--- config.mk ---
export PLATFORM = sky130hd
export DESIGN_NAME = freq_gate_meter
export DESIGN_NICKNAME = d
export VERILOG_FILES = /design/src/rtl/fgm_pkg.sv /design/src/rtl/fgm_timebase.sv /design/src/rtl/fgm_edge_sync.sv /design/src/rtl/fgm_gate_ctrl.sv /design/src/rtl/fgm_bcd_counter.sv /design/src/rtl/freq_gate_meter.sv
export SDC_FILE = /design/constraint.sdc
export NUM_CORES = 1
export LEC_CHECK = 0
export BUFFER_PORTS_ARGS = -buffer_cell sky130_fd_sc_hd__buf_4
export CORE_ASPECT_RATIO = 0.9
export CORE_MARGIN = 2
export CORE_UTILIZATION = 47
export DETAILED_ROUTE_END_ITERATION = 6
export GPL_ROUTABILITY_DRIVEN = 0
export GPL_TIMING_DRIVEN = 1
export PLACE_DENSITY_LB_ADDON = 0.15
export SETUP_SLACK_MARGIN = 0.2
export SYNTH_ARGS = -nofsm -noshare
export SYNTH_HDL_FRONTEND = slang
export SYNTH_SLANG_ARGS = --single-unit
--- constraint.sdc ---
create_clock -name clk -period 2.2 [get_ports clk]
set_input_delay 0.11 -clock clk [delete_from_list [all_inputs] [get_ports clk]]
set_output_delay 0.11 -clock clk [all_outputs]
set_load 0.01 [all_outputs]
--- src/rtl/fgm_pkg.sv ---
package fgm_pkg;
  localparam int NIB = 4;
  typedef logic [NIB-1:0] bcd_digit_t;
  localparam bcd_digit_t BCD_TOP = 4'd9;
endpackage

--- src/rtl/fgm_timebase.sv ---
module fgm_timebase #(
  parameter int STAGES = 5,
  parameter int RADIX  = 10
) (
  input  logic              clk,
  input  logic              rst_n,
  input  logic              restart,
  input  logic              tick,
  output logic [STAGES-1:0] carry
);
  localparam int DW = (RADIX > 2) ? $clog2(RADIX) : 1;
  localparam logic [DW-1:0] LAST = DW'(RADIX - 1);

  logic [STAGES:0] run;
  assign run[0] = tick;

  for (genvar k = 0; k < STAGES; k++) begin : g_stage
    logic [DW-1:0] dig;
    assign run[k+1] = run[k] & (dig == LAST);
    assign carry[k] = run[k+1];
    always_ff @(posedge clk or negedge rst_n) begin
      if (!rst_n)       dig <= '0;
      else if (restart) dig <= '0;
      else if (run[k])  dig <= (dig == LAST) ? '0 : dig + 1'b1;
    end
  end
endmodule

--- src/rtl/fgm_edge_sync.sv ---
module fgm_edge_sync (
  input  logic clk,
  input  logic rst_n,
  input  logic async_in,
  output logic rise
);
  logic meta, stab, prev;
  always_ff @(posedge clk or negedge rst_n) begin
    if (!rst_n) begin
      meta <= 1'b0;
      stab <= 1'b0;
      prev <= 1'b0;
    end else begin
      meta <= async_in;
      stab <= meta;
      prev <= stab;
    end
  end
  assign rise = stab & ~prev;
endmodule

--- src/rtl/fgm_gate_ctrl.sv ---
module fgm_gate_ctrl #(
  parameter int STAGES = 5,
  parameter int SW     = 3
) (
  input  logic              clk,
  input  logic              rst_n,
  input  logic              restart,
  input  logic [STAGES-1:0] carry,
  input  logic [SW-1:0]     sel,
  output logic              win_open,
  output logic              clr_pulse,
  output logic              win_close
);
  logic tap_fall;
  logic samp_q, gate_q;

  assign tap_fall = carry[sel];

  always_ff @(posedge clk or negedge rst_n) begin
    if (!rst_n) begin
      samp_q <= 1'b0;
      gate_q <= 1'b0;
    end else if (restart) begin
      samp_q <= 1'b0;
      gate_q <= 1'b0;
    end else if (tap_fall) begin
      samp_q <= ~samp_q;
      if (samp_q) gate_q <= ~gate_q;
    end
  end

  assign win_open  = samp_q & gate_q;
  assign clr_pulse = tap_fall & samp_q & ~gate_q;
  assign win_close = tap_fall & samp_q & gate_q;
endmodule

--- src/rtl/fgm_bcd_counter.sv ---
module fgm_bcd_counter
  import fgm_pkg::*;
#(
  parameter int DIGITS = 5
) (
  input  logic                clk,
  input  logic                rst_n,
  input  logic                clr,
  input  logic                inc,
  output logic [NIB*DIGITS-1:0] count,
  output logic                ovf
);
  logic [DIGITS-1:0] nine;
  logic [DIGITS-1:0] up;
  logic              full;

  assign full  = &nine;
  assign up[0] = inc & ~full;

  for (genvar k = 0; k < DIGITS; k++) begin : g_dig
    bcd_digit_t d;
    assign nine[k] = (d == BCD_TOP);
    if (k < DIGITS - 1) begin : g_chain
      assign up[k+1] = up[k] & nine[k];
    end
    always_ff @(posedge clk or negedge rst_n) begin
      if (!rst_n)     d <= '0;
      else if (clr)   d <= '0;
      else if (up[k]) d <= nine[k] ? '0 : d + 1'b1;
    end
    assign count[NIB*k +: NIB] = d;
  end

  always_ff @(posedge clk or negedge rst_n) begin
    if (!rst_n)           ovf <= 1'b0;
    else if (clr)         ovf <= 1'b0;
    else if (inc && full) ovf <= 1'b1;
  end
endmodule

--- src/rtl/freq_gate_meter.sv ---
module freq_gate_meter #(
  parameter int STAGES = 5,
  parameter int RADIX  = 10,
  parameter int DIGITS = 5,
  localparam int SW    = (STAGES > 1) ? $clog2(STAGES) : 1,
  localparam int RW    = 4 * DIGITS
) (
  input  logic          clk,
  input  logic          rst_n,
  input  logic          ref_tick,
  input  logic          sig_in,
  input  logic [SW-1:0] range_sel,
  output logic [RW-1:0] result,
  output logic          overflow,
  output logic          done
);
  logic [SW-1:0]     sel_eff, range_q;
  logic              restart;
  logic [STAGES-1:0] carry;
  logic              rise, win_open, clr_pulse, win_close;
  logic [RW-1:0]     cnt;
  logic              cnt_ovf;
  logic              close_d;

  always_comb begin
    if (int'(range_sel) > STAGES - 1) sel_eff = SW'(STAGES - 1);
    else                              sel_eff = range_sel;
  end
  assign restart = (sel_eff != range_q);

  always_ff @(posedge clk or negedge rst_n) begin
    if (!rst_n) range_q <= '0;
    else        range_q <= sel_eff;
  end

  fgm_timebase #(.STAGES(STAGES), .RADIX(RADIX)) u_tb (
    .clk(clk), .rst_n(rst_n), .restart(restart), .tick(ref_tick), .carry(carry)
  );

  fgm_edge_sync u_sync (
    .clk(clk), .rst_n(rst_n), .async_in(sig_in), .rise(rise)
  );

  fgm_gate_ctrl #(.STAGES(STAGES), .SW(SW)) u_gate (
    .clk(clk), .rst_n(rst_n), .restart(restart), .carry(carry), .sel(range_q),
    .win_open(win_open), .clr_pulse(clr_pulse), .win_close(win_close)
  );

  fgm_bcd_counter #(.DIGITS(DIGITS)) u_cnt (
    .clk(clk), .rst_n(rst_n), .clr(clr_pulse | restart), .inc(rise & win_open),
    .count(cnt), .ovf(cnt_ovf)
  );

  always_ff @(posedge clk or negedge rst_n) begin
    if (!rst_n) begin
      close_d  <= 1'b0;
      done     <= 1'b0;
      result   <= '0;
      overflow <= 1'b0;
    end else begin
      close_d <= win_close & ~restart;
      done    <= close_d;
      if (close_d) begin
        result   <= cnt;
        overflow <= cnt_ovf;
      end
    end
  end
endmodule

==> flow_metrics.env <==
export IMPL_status="finished clean"
export IMPL_grt_pass1_wl_mm=11.85
export IMPL_maximum_number_of_pins_on_one_net_before_global_route_repair=73
export IMPL_final_min_period_over_clock_period_pct=87.74
export IMPL_critPathKind="flop to flop"
export IMPL_max_cap_viol_count=0
export IMPL_synth_main_ff_cell="sky130_fd_sc_hd__dfrtp_1"
export IMPL_worstPathBufferInverterCount=3
export IMPL_hold_viol_final=0
export IMPL_post_route_min_period_ns=1.930
export IMPL_post_drt_via_cell_ratio=5.471
export IMPL_timing_slew_headroom_pct=39.79
export IMPL_reg2regPathDepth=9
export IMPL_critical_path_startpoint_type="flop"
export IMPL_detailedRoute_firstPassIterationCount=5
export IMPL_io_pin_count=29
export IMPL_final_common_cell="sky130_fd_sc_hd__dfrtp_1"
export IMPL_area_enclosed_by_the_die_boundary_um2=8565
export IMPL_numCtsBuffers=9
export IMPL_report_final_slew_viol_count=0
export IMPL_worst_hold_path_type="input pin to flop"
export IMPL_timing_critical_path_fanout_max=10
export IMPL_globalRouteOverflowTotal=0
export IMPL_fin_area_um2=4492
export IMPL_layout_common_cells="65 x sky130_fd_sc_hd__dfrtp_1, 51 x sky130_fd_sc_hd__nor2_1, 47 x sky130_fd_sc_hd__buf_4"
export IMPL_setup_viol=0
export IMPL_synth_cells=344
export IMPL_globalRouteTotalUtil_pct=17.52
export IMPL_place_port_buffers=28
export IMPL_cts_buffer_depth=2
export IMPL_worst_r2r_setup_slack_ns=0.27
export IMPL_crit_required_ns=2.44
export IMPL_die_width_um=97.34
export IMPL_power_density_cell_area_nw_per_um2=545.5
export IMPL_critPathCaptureType="flop"
export IMPL_number_of_enable_flip_flop_cells_after_synthesis=0
export IMPL_dr_total_vias=2752
export IMPL_start_util_pct=48.60
export IMPL_tritoncts="done"
export IMPL_number_of_drc_violations_after_detailed_routing=0
export IMPL_drt_antenna_violating_nets=0
export IMPL_synth_yosys_seq_area_share_pct=48.90
export IMPL_placeableCoreArea_um2=7582
export IMPL_crit_path_cell_trace="inv_1, ha_1, and3b_2, and4_4, nand2_2, o311ai_4, buf_12, clkbuf_16, nor2_1"
export IMPL_clk_pin_slew_ns=0.07
export IMPL_first_global_vias=2451
export IMPL_startpoint_of_the_lowest_slack_register_to_register_path="u_tb.g_stage[2].dig[1]"
export IMPL_ys_async_sr_fraction_pct=100.0
export IMPL_yosys_warnings=0
export IMPL_finalWirelength_mm=7.260
export IMPL_detail_route_iter0_violations=141
export IMPL_antenna_violations_before_repair=0
export IMPL_worst_pin_slew_ns=0.9032
export IMPL_timing_critical_path_slowest_stage_cell="sky130_fd_sc_hd__dfrtp_1"
export IMPL_fin_skew_ns=0.009234
export IMPL_regToRegEndpoint="u_cnt.g_dig[1].d[0]"
export IMPL_rsz_0062_raised_after_global_routing="no"
export IMPL_floorplan_die_height_um=88
export IMPL_finalNetCount=429
export IMPL_cpLargestDelayFamily="simple AND/OR/NAND/NOR gates"
export IMPL_root_buffer="sky130_fd_sc_hd__clkbuf_8"
export IMPL_clock_fmax_mhz=518.1
export IMPL_ffs_latches_synth=72
export IMPL_timing_critical_path_arrival_ns=2.17
export IMPL_leakagePower_nw=2.147
export IMPL_route_detailed_wl_per_inst_um=14.43
export IMPL_htree_levels=3
export IMPL_syn_num_nets=371
export IMPL_worstSetupPathDepth=9
export IMPL_syn_to_final_growth_pct=21.90
export IMPL_cpPeakStageDelay_ns=0.42
export IMPL_timing_critical_path_from="u_tb.g_stage[2].dig[1]"
export IMPL_place_detailed_hpwl_mm=4.642
export IMPL_final_setup_tns_ns=0
export IMPL_clkLatencyLatePin_ns=0.36
export IMPL_ys_types=46
export IMPL_number_of_placement_rows=30
export IMPL_post_synth_cell_area_avg_um2=10.71
export IMPL_layout_drive_gt1_share_pct=28.75
export IMPL_power_ir_vdd_worst_v=0.0003356
export IMPL_cts_num_sinks=72
export IMPL_critical_path_endpoint="u_cnt.g_dig[1].d[0]"
export IMPL_diodes=0
export IMPL_netlist_area_um2=3685
export IMPL_detailed_place_area_um2=4034
-- area by class of cell --
| class | count | area [um^2] |
|---|---|---|
| fill | 663 | 3090 |
| multi-input combinational | 252 | 1842 |
| sequential | 72 | 1810 |
| timing repair buffer | 56 | 493.0 |
| clock buffer | 14 | 172.7 |
| tap | 96 | 120.1 |
| inverter | 11 | 41.29 |
| clock inverter | 2 | 12.51 |
-- flip-flops by register name (all words and copies together) (netlist names) --
name,cells
u_cnt.ovf,1
u_sync.prev,1
done,1
u_sync.stab,1
u_gate.samp_q,1
u_cnt.g_dig.d,20
u_gate.gate_q,1
u_tb.g_stage.dig,20
close_d,1
result,20
range_q,3
u_sync.meta,1
overflow,1
-- cells in the mapped netlist, drive strengths merged (2+ instances only) --
master | n | share of area [%]
nor3 | 10 | 1.5
nor4 | 3 | 0.92
mux2i | 14 | 3.8
nand4b | 2 | 1.3
clkbuf | 4 | 0.41
xor2 | 6 | 1.4
ha | 20 | 6.8
a211o | 2 | 0.48
a311oi | 2 | 0.48
nand3b | 5 | 1.0
nor3b | 2 | 0.41
nor2 | 53 | 5.8
and3b | 9 | 2.1
inv | 11 | 1.1
and2 | 3 | 0.51
nor2b | 4 | 0.68
mux2 | 21 | 6.4
and4b | 3 | 0.81
a21oi | 20 | 2.7
dfrtp | 72 | 49
o21ai | 14 | 2.0
or3 | 6 | 1.0
nand2 | 21 | 2.1
nand3 | 12 | 2.0
nand4 | 8 | 1.5
buf | 5 | 0.85
-- layer usage --
layer  up-vias  track usage, %  wire length (um)
met4         0           7.197               117
li1       1345               -                 -
met5         -               0                 0
met2        41           25.63              3148
met1      1356           25.04              3694
met3        10           4.549               299
-- how the worst min path moves through the flow --
stage,from,end,slack (ns),depth (start not counted)
CTS,ref_tick,u_tb.g_stage[0].dig[0],0.08,3
global placement,sig_in,u_sync.meta,0.22,1
floorplan,rst_n,close_d,-0.19,0
detailed placement,sig_in,u_sync.meta,0.22,1
global route,ref_tick,u_tb.g_stage[0].dig[0],0.09,3
finish,ref_tick,u_tb.g_stage[0].dig[0],0.09,3
-- stage by stage --
step | power, mW | util [%] | setup slack, ns | hold slack [ns] | cells
6_report | 2.450 | 59.24 | 0.2698 | 0.08549 | 503
4_1_cts | 2.457 | 56.37 | 0.2283 | 0.07715 | 487
3_3_place_gp | 1.455 | 53.20 | 0.2633 | 0.2206 | 466
5_1_grt | 2.549 | 59.24 | 0.1034 | 0.08663 | 503
3_5_place_dp | 1.457 | 53.20 | 0.2278 | 0.2206 | 466
2_1_floorplan | 1.402 | - | 0.3938 | -0.1856 | 344
-- worst min-delay path, delay by kind of cell --
family / cells / cell delay (ns)
muxes: 1 / 0.08
buffers and inverters: 1 / 0.14
and+or+nand+nor: 1 / 0.08
-- kinds of logic (layout without fill, tap and decap cells) --
kind of cell	count (synthesis)	count (layout)	synth area share [%]
compound gates	46	46	7.641
xor+xnor	7	7	1.664
fa+ha+maj	20	20	6.791
buf+inv	20	83	2.377
flops	72	72	48.90
mux	35	35	10.22
simple gates	144	144	22.41
-- timing repair --
| action | CTS | global route |
|---|---|---|
| setup endpoints to repair | 1 | 25 |
| buffers inserted | 0 | 14 |
| gates resized for setup | 1 | 21 |
| pin swaps | 0 | 7 |
| hold buffers | 5 | 0 |
| endpoints found under the hold margin | 76 | 0 |
| gates cloned | 0 | 2 |
-- report_power, final --
| group | leakage (nW) | switching (mW) | internal, mW |
|---|---|---|---|
| registers | 0.983 | 0.00818 | 1.33 |
| clock network | 0.0927 | 0.485 | 0.501 |
| logic | 1.07 | 0.0717 | 0.0543 |
Note: power is estimated with default switching activity, not from simulation.
